## src/rtl/daisy_adc_pkg.sv

```systemverilog
package daisy_adc_pkg;

    typedef enum logic [2:0] {
        SEQ_IDLE,
        SEQ_ARM,
        SEQ_CONV,
        SEQ_SHIFT,
        SEQ_DRAIN
    } seq_state_e;

    typedef struct packed {
        logic sample;
        logic last;
    } shift_evt_t;

    function automatic int unsigned clog2_min1(input int unsigned v);
        return (v <= 1) ? 1 : $clog2(v);
    endfunction

endpackage

```

## src/rtl/daisy_adc_sclk.sv

```systemverilog
module daisy_adc_sclk
    import daisy_adc_pkg::*;
#(
    parameter int unsigned HALF_CYC   = 4,
    parameter int unsigned TOTAL_BITS = 64
) (
    input  logic       clk,
    input  logic       rst,
    input  logic       en,
    output logic       sclk,
    output shift_evt_t evt
);
    localparam int unsigned DIV_W = clog2_min1(2 * HALF_CYC);
    localparam int unsigned BIT_W = clog2_min1(TOTAL_BITS);
    localparam logic [DIV_W-1:0] RISE_AT = DIV_W'(HALF_CYC - 1);
    localparam logic [DIV_W-1:0] FALL_AT = DIV_W'(2 * HALF_CYC - 1);
    localparam logic [BIT_W-1:0] LAST_BIT = BIT_W'(TOTAL_BITS - 1);

    logic [DIV_W-1:0] div_cnt;
    logic [BIT_W-1:0] bit_cnt;
    logic             sclk_q;

    always_ff @(posedge clk) begin
        if (rst || !en) begin
            div_cnt <= '0;
            bit_cnt <= '0;
            sclk_q  <= 1'b0;
        end else begin
            div_cnt <= (div_cnt == FALL_AT) ? '0 : div_cnt + DIV_W'(1);
            if (div_cnt == RISE_AT) begin
                sclk_q <= 1'b1;
            end
            if (div_cnt == FALL_AT) begin
                sclk_q  <= 1'b0;
                bit_cnt <= bit_cnt + BIT_W'(1);
            end
        end
    end

    always_comb begin
        evt.sample = en && (div_cnt == RISE_AT);
        evt.last   = en && (div_cnt == FALL_AT) && (bit_cnt == LAST_BIT);
    end

    assign sclk = sclk_q;

    // a capture strobe is always followed by a rising sclk
    a_r5_capture_at_rise: assert property (@(posedge clk) disable iff (rst)
        evt.sample |=> $rose(sclk_q));

endmodule

```

## src/rtl/daisy_adc_ctrl.sv

```systemverilog
module daisy_adc_ctrl
    import daisy_adc_pkg::*;
#(
    parameter int unsigned CONV_WAIT_CYC  = 2200,
    parameter int unsigned ACQ_CYC        = 300,
    parameter int unsigned MIN_PERIOD_CYC = 2500,
    parameter int unsigned PER_W          = 16
) (
    input  logic             clk,
    input  logic             rst,
    input  logic             start,
    input  logic             free_run,
    input  logic [PER_W-1:0] period_cyc,
    input  logic             last_fall,
    input  logic             drain_last,
    output seq_state_e       state,
    output logic             convst,
    output logic             busy,
    output logic             done
);
    localparam int unsigned WAIT_W = clog2_min1(CONV_WAIT_CYC);
    localparam int unsigned ACQ_W  = clog2_min1(ACQ_CYC + 1);
    localparam logic [PER_W-1:0]  MIN_P    = PER_W'(MIN_PERIOD_CYC);
    localparam logic [ACQ_W-1:0]  ACQ_FULL = ACQ_W'(ACQ_CYC);
    localparam logic [WAIT_W-1:0] WAIT_END = WAIT_W'(CONV_WAIT_CYC - 1);

    seq_state_e        state_q;
    logic              convst_q;
    logic              done_q;
    logic [WAIT_W-1:0] wait_cnt;
    logic [ACQ_W-1:0]  acq_cnt;
    logic [PER_W-1:0]  since_rise;
    logic [PER_W-1:0]  eff_period;
    logic              acq_ok;
    logic              period_ok;
    logic              rise_evt;

    always_comb begin
        eff_period = (free_run && (period_cyc > MIN_P)) ? period_cyc : MIN_P;
        acq_ok     = (acq_cnt == ACQ_FULL);
        period_ok  = (since_rise >= eff_period);
        rise_evt   = (state_q == SEQ_ARM) && acq_ok && period_ok;
    end

    always_ff @(posedge clk) begin
        if (rst) begin
            state_q    <= SEQ_IDLE;
            convst_q   <= 1'b0;
            done_q     <= 1'b0;
            wait_cnt   <= '0;
            acq_cnt    <= ACQ_FULL;
            since_rise <= '1;
        end else begin
            done_q <= 1'b0;

            if (rise_evt) begin
                since_rise <= PER_W'(1);
            end else if (since_rise != '1) begin
                since_rise <= since_rise + PER_W'(1);
            end

            if (convst_q) begin
                acq_cnt <= '0;
            end else if (!acq_ok) begin
                acq_cnt <= acq_cnt + ACQ_W'(1);
            end

            unique case (state_q)
                SEQ_IDLE: begin
                    if (start || free_run) begin
                        state_q <= SEQ_ARM;
                    end
                end
                SEQ_ARM: begin
                    if (rise_evt) begin
                        convst_q <= 1'b1;
                        wait_cnt <= '0;
                        state_q  <= SEQ_CONV;
                    end
                end
                SEQ_CONV: begin
                    if (wait_cnt == WAIT_END) begin
                        state_q <= SEQ_SHIFT;
                    end else begin
                        wait_cnt <= wait_cnt + WAIT_W'(1);
                    end
                end
                SEQ_SHIFT: begin
                    if (last_fall) begin
                        state_q <= SEQ_DRAIN;
                    end
                end
                SEQ_DRAIN: begin
                    if (drain_last) begin
                        convst_q <= 1'b0;
                        done_q   <= 1'b1;
                        state_q  <= SEQ_IDLE;
                    end
                end
                default: state_q <= SEQ_IDLE;
            endcase
        end
    end

    assign state  = state_q;
    assign convst = convst_q;
    assign busy   = (state_q != SEQ_IDLE);
    assign done   = done_q;

    // Independent observers of the conversion-start waveform
    logic [ACQ_W-1:0] lo_cnt;
    logic [PER_W-1:0] gap_cnt;
    logic             cv_d;

    always_ff @(posedge clk) begin
        if (rst) begin
            lo_cnt  <= ACQ_FULL;
            gap_cnt <= '1;
            cv_d    <= 1'b0;
        end else begin
            cv_d <= convst_q;
            if (convst_q) begin
                lo_cnt <= '0;
            end else if (lo_cnt < ACQ_FULL) begin
                lo_cnt <= lo_cnt + ACQ_W'(1);
            end
            if (convst_q && !cv_d) begin
                gap_cnt <= PER_W'(1);
            end else if (gap_cnt != '1) begin
                gap_cnt <= gap_cnt + PER_W'(1);
            end
        end
    end

    a_r7_acq_window: assert property (@(posedge clk) disable iff (rst)
        $rose(convst_q) |-> (lo_cnt >= ACQ_FULL));

    a_r7_min_period: assert property (@(posedge clk) disable iff (rst)
        $rose(convst_q) |-> (gap_cnt >= MIN_P));

    a_r9_done_idle: assert property (@(posedge clk) disable iff (rst)
        done_q |-> (state_q == SEQ_IDLE) && !convst_q);

endmodule

```

## src/rtl/daisy_adc_deser.sv

```systemverilog
module daisy_adc_deser
    import daisy_adc_pkg::*;
#(
    parameter int unsigned WORD_W = 16,
    parameter int unsigned N_DEV  = 4,
    parameter int unsigned IDX_W  = clog2_min1(N_DEV)
) (
    input  logic              clk,
    input  logic              rst,
    input  logic              clear,
    input  shift_evt_t        evt,
    input  logic              sdo_in,
    output logic              word_valid,
    output logic [IDX_W-1:0]  word_idx,
    output logic [WORD_W-1:0] word_data,
    output logic              drain_last
);
    localparam int unsigned BIT_W = clog2_min1(WORD_W);
    localparam logic [BIT_W-1:0] BIT_END = BIT_W'(WORD_W - 1);
    localparam logic [IDX_W-1:0] IDX_END = IDX_W'(N_DEV - 1);

    logic [WORD_W-1:0] shreg;
    logic [WORD_W-1:0] next_word;
    logic [BIT_W-1:0]  bit_cnt;
    logic [IDX_W-1:0]  word_k;
    logic [IDX_W-1:0]  slot_sel;
    logic [WORD_W-1:0] slots [N_DEV];
    logic              emitting;
    logic [IDX_W-1:0]  emit_cnt;
    logic              out_valid;
    logic [IDX_W-1:0]  out_idx;
    logic [WORD_W-1:0] out_data;

    always_comb begin
        next_word  = {shreg[WORD_W-2:0], sdo_in};
        slot_sel   = IDX_END - word_k;
        drain_last = emitting && (emit_cnt == IDX_END);
    end

    always_ff @(posedge clk) begin
        if (rst) begin
            shreg     <= '0;
            bit_cnt   <= '0;
            word_k    <= '0;
            emitting  <= 1'b0;
            emit_cnt  <= '0;
            out_valid <= 1'b0;
            out_idx   <= '0;
            out_data  <= '0;
            for (int i = 0; i < int'(N_DEV); i++) begin
                slots[i] <= '0;
            end
        end else begin
            if (clear) begin
                bit_cnt <= '0;
                word_k  <= '0;
            end else if (evt.sample) begin
                shreg <= next_word;
                if (bit_cnt == BIT_END) begin
                    bit_cnt         <= '0;
                    slots[slot_sel] <= next_word;
                    word_k          <= word_k + IDX_W'(1);
                end else begin
                    bit_cnt <= bit_cnt + BIT_W'(1);
                end
            end

            if (evt.last) begin
                emitting <= 1'b1;
                emit_cnt <= '0;
            end else if (emitting) begin
                if (emit_cnt == IDX_END) begin
                    emitting <= 1'b0;
                end else begin
                    emit_cnt <= emit_cnt + IDX_W'(1);
                end
            end

            out_valid <= emitting;
            out_idx   <= emit_cnt;
            out_data  <= slots[emit_cnt];
        end
    end

    assign word_valid = out_valid;
    assign word_idx   = out_idx;
    assign word_data  = out_data;

    a_r4_idx_in_range: assert property (@(posedge clk) disable iff (rst)
        out_valid |-> (out_idx <= IDX_END));

    a_r4_idx_ascends: assert property (@(posedge clk) disable iff (rst)
        (out_valid && (out_idx != IDX_END)) |=> out_valid && (out_idx == $past(out_idx) + IDX_W'(1)));

endmodule

```

## src/rtl/daisy_adc_seq.sv

```systemverilog
module daisy_adc_seq
    import daisy_adc_pkg::*;
#(
    parameter int unsigned WORD_W         = 16,
    parameter int unsigned N_DEV          = 4,
    parameter int unsigned SCLK_HALF_CYC  = 4,
    parameter int unsigned CONV_WAIT_CYC  = 2200,
    parameter int unsigned ACQ_CYC        = 300,
    parameter int unsigned MIN_PERIOD_CYC = 2500,
    parameter int unsigned PER_W          = 16,
    parameter int unsigned IDX_W          = clog2_min1(N_DEV)
) (
    input  logic              clk,
    input  logic              rst,
    input  logic              start,
    input  logic              free_run,
    input  logic [PER_W-1:0]  period_cyc,
    output logic              convst,
    output logic              sclk,
    input  logic              sdo_in,
    output logic              busy,
    output logic              done,
    output logic              word_valid,
    output logic [IDX_W-1:0]  word_idx,
    output logic [WORD_W-1:0] word_data
);
    localparam int unsigned TOTAL_BITS = WORD_W * N_DEV;
    localparam int unsigned FALL_W     = clog2_min1(TOTAL_BITS + 1);

    seq_state_e state;
    shift_evt_t evt;
    logic       drain_last;

    daisy_adc_ctrl #(
        .CONV_WAIT_CYC  (CONV_WAIT_CYC),
        .ACQ_CYC        (ACQ_CYC),
        .MIN_PERIOD_CYC (MIN_PERIOD_CYC),
        .PER_W          (PER_W)
    ) u_ctrl (
        .clk        (clk),
        .rst        (rst),
        .start      (start),
        .free_run   (free_run),
        .period_cyc (period_cyc),
        .last_fall  (evt.last),
        .drain_last (drain_last),
        .state      (state),
        .convst     (convst),
        .busy       (busy),
        .done       (done)
    );

    daisy_adc_sclk #(
        .HALF_CYC   (SCLK_HALF_CYC),
        .TOTAL_BITS (TOTAL_BITS)
    ) u_sclk (
        .clk  (clk),
        .rst  (rst),
        .en   (state == SEQ_SHIFT),
        .sclk (sclk),
        .evt  (evt)
    );

    daisy_adc_deser #(
        .WORD_W (WORD_W),
        .N_DEV  (N_DEV),
        .IDX_W  (IDX_W)
    ) u_deser (
        .clk        (clk),
        .rst        (rst),
        .clear      (state == SEQ_CONV),
        .evt        (evt),
        .sdo_in     (sdo_in),
        .word_valid (word_valid),
        .word_idx   (word_idx),
        .word_data  (word_data),
        .drain_last (drain_last)
    );

    // Port-level observers of the serial clock burst
    logic [FALL_W-1:0] fall_cnt;
    logic              sclk_d;
    logic              cv_d;

    always_ff @(posedge clk) begin
        if (rst) begin
            fall_cnt <= '0;
            sclk_d   <= 1'b0;
            cv_d     <= 1'b0;
        end else begin
            sclk_d <= sclk;
            cv_d   <= convst;
            if (convst && !cv_d) begin
                fall_cnt <= '0;
            end else if (sclk_d && !sclk) begin
                fall_cnt <= fall_cnt + FALL_W'(1);
            end
        end
    end

    a_r2_sclk_low_at_rise: assert property (@(posedge clk) disable iff (rst)
        $rose(convst) |-> !sclk);

    a_r3_sclk_inside_convst: assert property (@(posedge clk) disable iff (rst)
        sclk |-> convst);

    a_r3_no_extra_fall: assert property (@(posedge clk) disable iff (rst)
        (sclk_d && !sclk) |-> (fall_cnt < FALL_W'(TOTAL_BITS)));

    a_r3_full_burst: assert property (@(posedge clk) disable iff (rst)
        (cv_d && !convst) |-> (fall_cnt == FALL_W'(TOTAL_BITS)));

endmodule

```

## config.mk

```make
export PLATFORM = sky130hd
export DESIGN_NAME = daisy_adc_seq
export DESIGN_NICKNAME = d
export VERILOG_FILES = /design/src/rtl/daisy_adc_pkg.sv /design/src/rtl/daisy_adc_sclk.sv /design/src/rtl/daisy_adc_ctrl.sv /design/src/rtl/daisy_adc_deser.sv /design/src/rtl/daisy_adc_seq.sv
export SDC_FILE = /design/constraint.sdc
export NUM_CORES = 1
export LEC_CHECK = 0
export ABC_AREA = 1
export ABC_CLOCK_PERIOD_IN_PS = 3100
export BUFFER_PORTS_ARGS = -buffer_cell sky130_fd_sc_hd__buf_2
export CAP_MARGIN = 25
export CORE_ASPECT_RATIO = 0.75
export CORE_UTILIZATION = 33
export DETAILED_ROUTE_END_ITERATION = 16
export SLEW_MARGIN = 20
export SYNTH_ARGS = -nofsm -noshare
export SYNTH_HDL_FRONTEND = slang
export SYNTH_SLANG_ARGS = --single-unit
```

## constraint.sdc

```tcl
create_clock -name clk -period 3.1 [get_ports clk]
set_input_delay 0.155 -clock clk [delete_from_list [all_inputs] [get_ports clk]]
set_output_delay 0.155 -clock clk [all_outputs]
set_load 0.02 [all_outputs]
```

* Yosys cells after proc, flatten, opt, wreduce, memory -nomap -nowiden
Memories as Yosys holds them, arrays and structs flattened. A register that Yosys moved wholly into a read port is not among the register bits.
Index checks and enable logic that the tools add are counted.
** Word-level totals
- Flip-flop bits (word level) :: 79
- RAM bits :: 64
- Bits in read-only memories :: 0
- Input bits :: 21
- Memories :: 1
- Bits in latches :: 0
- Output and inout bits :: 23
** Cells by class
- Multiplexer cells :: 32
- Shifts and indexed selects :: 0
- Divide/modulo/power cells :: 0
- Reductions and logical operators :: 28
- $add $sub $neg :: 9
- Equality and inequality tests :: 19
- Multiply operators :: 0
- Bitwise gates (word level) :: 3
- Magnitude comparators :: 2
** Memories
- u_deser.slots :: depth 4, bits a word 16, read ports 1, clocked after memory_dff 1, write ports 4, RTL line daisy_adc_deser.sv:27 : logic [WORD_W-1:0] slots [N_DEV];
** Operators by type and width (number)
- 16-bit two-way mux :: 4
- 12-bit two-way mux :: 2
- 12-bit case mux with 2 select lines :: 1
- 9-bit two-way mux :: 2
- 16-bit by 1-bit adder with 16-bit output (second input constant) :: 1
- 16-bit greater-or-equal comparator :: 1
- 16-bit by 12-bit > comparator with 1-bit output (second input constant) :: 1
- 16-bit != test (second input constant) :: 1
- 16-bit OR reduction :: 1
- 3-bit two-way mux :: 5
- 3-bit case mux with 5 select lines :: 1
- 1-bit two-way mux :: 14
- 12-bit by 1-bit adder with 12-bit output (second input constant) :: 1
- 12-bit == test (second input constant) :: 1
- 2-bit OR reduction :: 6
- 9-bit by 1-bit adder with 9-bit output (second input constant) :: 1
- 3-bit by 2-bit == test with 1-bit output (second input constant) :: 3
- 9-bit == test (second input constant) :: 1
- 2-bit != test (second input constant) :: 4
- 1-bit logical AND :: 7
- 6-bit by 1-bit adder with 6-bit output (second input constant) :: 1
- 3-bit == test (second input constant) :: 2
- 6-bit == test (second input constant) :: 1
- 2-bit by 1-bit != test with 1-bit output (second input constant) :: 3
- other kinds (19) :: 28

* Longest topological paths before layout
- Depth after elaboration :: 8
- Gate-level depth with buffers :: 22
- Gate-level depth less buffers :: 22

* Hierarchy
From an unflattened synthesis, not the netlist that was laid out.
** Unflattened totals
- Cells, all modules :: 920
- Area, all modules :: 7577.3 um^2
** By module, submodules not included
- daisy_adc_deser :: area an instance 4277.9 um^2, sequential area each 2782.7 um^2, cells each 444, times used 1
- daisy_adc_ctrl :: area an instance 2837.7 um^2, sequential area each 840.8 um^2, cells each 414, times used 1
- daisy_adc_sclk :: area an instance 442.9 um^2, sequential area each 200.2 um^2, cells each 57, times used 1
- daisy_adc_seq :: area an instance 18.8 um^2, sequential area each 0.0 um^2, cells each 5, times used 1

* Worst setup path before layout
No wires, ideal clock.
- Path kind :: reg2reg
- Start :: register u_sclk.div_cnt[0]
- End :: memory u_deser.slots[0][0] (enable)
- Setup time :: 0.411 ns
- Clock period less this slack :: 2.693 ns
- Arrival time :: 2.282 ns
- Stages on the path, launching flop included :: 9
- Slack :: 0.407 ns
- Path through :: dfxtp_1 > ha_1 > ha_1 > inv_1 > nor2_8 > inv_4 > nor2_8 > inv_2 > o21ai_0
** RTL lines
- start: declaration :: RTL line daisy_adc_sclk.sv:19 : logic [DIV_W-1:0] div_cnt;
- start signal: assignment :: RTL line daisy_adc_sclk.sv:29 : div_cnt <= (div_cnt == FALL_AT) ? '0 : div_cnt + DIV_W'(1);
- end: declaration :: RTL line daisy_adc_deser.sv:27

==> impl_metrics.tcl <==
set metrics [dict create \
    dominantRegCellSynth "sky130_fd_sc_hd__dfxtp_1" \
    final_estimated_routing_congestion_in_global_placement 0.843 \
    comb_power_share 0.246 \
    part_of_the_cycle_the_worst_path_needs 0.766 \
    deepest_level_of_the_cts_h_tree 4 \
    most_common_cell_type_on_the_critical_path "sky130_fd_sc_hd__nor2_8" \
    clock_sinks 159 \
    criticalPathCategory "flop to flop" \
    power.ir.vdd_worst_mv 0.415 \
    post-route-drc-count 0 \
    final_hold_slack_ns 0.0878 \
    vias 5793 \
    fmax_mhz 421 \
    grt.total_usage 0.147 \
    cts_inserted_buffers 17 \
    power_report.internal_total_mw 4.00 \
    chipHeight_um 133 \
    most-common-layout-cells "sky130_fd_sc_hd__nor2_1, sky130_fd_sc_hd__nand2_1, sky130_fd_sc_hd__inv_1, sky130_fd_sc_hd__dfxtp_1, sky130_fd_sc_hd__o21ai_0" \
    clock_latency_ns 0.42 \
    mostFrequentLayoutCell "sky130_fd_sc_hd__nor2_1" \
    p_sw_frac 0.335 \
    seqPwrFrac 0.429 \
    worst-endpoint-required_ns 3.25 \
    cts.root.buffer_cell "sky130_fd_sc_hd__clkbuf_16" \
    netSwitchingPower_mw 2.01 \
    die_w_um 177 \
    unrepaired_setup_endpoints_after_global_routing "no" \
    post-cts-setup-buffer-count 0 \
    finish.utilization 0.391 \
    timing.critical_path.arrival_ns 2.53 \
    grt_antenna_before_repair 0 \
    final_setup_violations 0 \
    timing.max_cap.violations 0 \
    drt-total-wl_um 16200 \
    grt_pass1_wl_um 27200 \
    dr.pass1.iters 5 \
    cts.reportedPaths.clkPinSlew_ns 0.07 \
    power.static_leakage_nw 3.80 \
    num_io_pins 44 \
    wire_length_per_cell_after_detailed_routing_um 13.0 \
    synth_largest_type_area_fraction 0.253 \
    worst_setup_path_start_kind "flop" \
    post_drt_via_cell_ratio 4.64 \
    detail_route.iter0.violations 635 \
    final_critical_path_required_period_ns 2.37 \
    path_cells "ha_1, ha_1, inv_1, nor2_8, inv_4, nor2_8, inv_2, nor2_8, inv_4, buf_4, nor2_8, inv_2, nor2_2" \
    run_status "finished clean" \
    drive_gt1_frac 0.145 \
    synth_edf_count 64 \
    power_density_mw_per_mm2 690 \
    post_cts_hold_buffer_count 0 \
    worst_setup_path_end_kind "flop" \
    ant_nets 0 \
    grt_max_degree 34 \
    yosys.cell_types.count 39 \
    io_buffers 43 \
    clk_path_buf_depth 2 \
    critical_path_peak_fanout 32 \
    synthesis.yosys.warnings 0 \
    relSlewSlack 0.339 \
    report.final.hold_viol_count 0 \
    async_reset_ff_frac 0 \
    cts_resized 0 \
    grt_ovf 0 \
    initial_core_util 0.340 \
    tritoncts_clock_tree "done" \
    netlist_area_mm2 0.00758 \
    rows 47 \
    postSynthCellCount 895 \
    synth_area_per_cell_um2 8.47 \
    synth_seq_cells 159 \
    syn_to_final_growth_pct 14.9 \
    synthesis.nets 942 \
    worst_pin_slew_ns 0.991 \
    synthDominantAreaCellType "sky130_fd_sc_hd__edfxtp_1" \
    critical-path-slowest-cell "sky130_fd_sc_hd__dfxtp_1" \
    grt_pass1_vias 5317 \
    worst_hold_path_type "primary input to flop" \
    p_clk_frac 0.325 \
    critPathMaxStageDelay_ns 0.32 \
    timing.final.max_slew_violations 0 \
    synth_seq_area_share 0.504 \
    sum_of_negative_setup_slack_ns 0 \
    floorplan.die_area_mm2 0.0236 \
    synth_area_leaders "sky130_fd_sc_hd__edfxtp_1, sky130_fd_sc_hd__dfxtp_1, sky130_fd_sc_hd__nor2_1, sky130_fd_sc_hd__nand2_1, sky130_fd_sc_hd__o21ai_0" \
    finalClockSkew_ns 0.0101 \
    floorplan.core_area_mm2 0.0223 \
    antenna_cells 0 \
    finish.net_count 988 \
    hpwl_um 10900 \
]
## registers in the layout, summed over array words and instances (netlist names)
| signal | cells |
|---|---|
| u_ctrl.acq_cnt | 9 |
| u_ctrl.convst | 1 |
| u_ctrl.done | 1 |
| u_ctrl.since_rise | 16 |
| u_ctrl.state | 3 |
| u_ctrl.wait_cnt | 12 |
| u_deser.bit_cnt | 4 |
| u_deser.emit_cnt | 2 |
| u_deser.emitting | 1 |
| u_deser.shreg | 15 |
| u_deser.slots | 64 |
| u_deser.word_data | 16 |
| u_deser.word_idx | 2 |
| u_deser.word_k | 2 |
| u_deser.word_valid | 1 |
| u_sclk.bit_cnt | 6 |
| u_sclk.div_cnt | 3 |
| u_sclk.sclk | 1 |
## layout make-up
cell class | instances | area [µm²]
clock buffers | 21 | 472
clock inverters | 11 | 80.1
fillers | 2207 | 13600
inverters | 111 | 422
multi-input cells | 593 | 3200
flip-flops and latches | 159 | 3820
well taps | 294 | 368
repair buffers | 59 | 348
## logic make-up (layout without fill, tap and decap cells)
family,after synthesis,after routing,synth area share
flops,159,159,0.504
fa+ha+maj,26,26,0.0429
simple gates,391,391,0.251
compound gates,163,163,0.113
buf+inv,143,202,0.0741
xor+xnor,13,13,0.0150
## per-stage QoR
stage	std cells	setup WS (ns)	total power [mW]	instance area, µm²
2_1_floorplan	895	0.407	3.71	7580
3_3_place_gp	1216	0.466	4.07	8160
3_5_place_dp	1216	0.367	4.09	8160
4_1_cts	1248	0.699	6.06	8710
5_1_grt	1248	0.368	6.42	8710
6_report	1248	0.726	6.01	8710
## cells in the mapped netlist (2+ instances only)
cell,n
sky130_fd_sc_hd__nand2_1,107
sky130_fd_sc_hd__or2_2,2
sky130_fd_sc_hd__o21a_1,2
sky130_fd_sc_hd__nand3_1,40
sky130_fd_sc_hd__a31oi_1,2
sky130_fd_sc_hd__ha_1,26
sky130_fd_sc_hd__o211ai_1,5
sky130_fd_sc_hd__xor2_1,12
sky130_fd_sc_hd__edfxtp_1,64
sky130_fd_sc_hd__nor2_1,161
sky130_fd_sc_hd__nor3_2,2
sky130_fd_sc_hd__and3_1,2
sky130_fd_sc_hd__dfxtp_1,95
sky130_fd_sc_hd__nor3_1,17
sky130_fd_sc_hd__nor2_2,15
sky130_fd_sc_hd__o31ai_1,2
sky130_fd_sc_hd__nor2_8,13
sky130_fd_sc_hd__nand4_1,25
sky130_fd_sc_hd__nor4_1,2
sky130_fd_sc_hd__clkbuf_1,28
sky130_fd_sc_hd__inv_4,2
sky130_fd_sc_hd__inv_1,96
sky130_fd_sc_hd__a21oi_1,71
sky130_fd_sc_hd__a21o_1,2
sky130_fd_sc_hd__inv_2,12
sky130_fd_sc_hd__o21ai_0,75
sky130_fd_sc_hd__buf_2,3
## final timing paths
check                     from                   to  slack (ns)  cells past startpoint
max          u_sclk.div_cnt[0]  u_deser.slots[2][6]        0.73                     13
min                     sdo_in     u_deser.shreg[0]        0.09                      3
max reg2reg  u_sclk.div_cnt[0]  u_deser.slots[2][6]        0.73                     13
min reg2reg  u_sclk.div_cnt[0]    u_sclk.div_cnt[0]        0.43                      1
## power by group through the flow
| stage | clock, mW | combinational (mW) | sequential [mW] |
|---|---|---|---|
| after floorplan | 0 | 1.14 | 2.57 |
| after global placement | 0 | 1.45 | 2.62 |
| after detailed placement | 0 | 1.47 | 2.62 |
| after CTS | 2.00 | 1.48 | 2.57 |
| after global routing | 2.08 | 1.74 | 2.60 |
| final | 1.96 | 1.48 | 2.58 |
## per-layer routing
metal,share of wire,GRT usage,vias to the layer above
met2,0.42,0.211,107
met4,0.0089,0.0417,0
met5,0,0,-
met3,0.048,0.0311,10
met1,0.52,0.219,2625
li1,-,-,3051
## critical path: cells and delay by family (launching register included)
kind	cells	cell delay, ns
and+or+nand+nor	5	0.30
DFF	1	0.32
buffers and inverters	6	1.06
adders and majority gates	2	0.41
No activity file was read; power rests on OpenSTA's default activity.
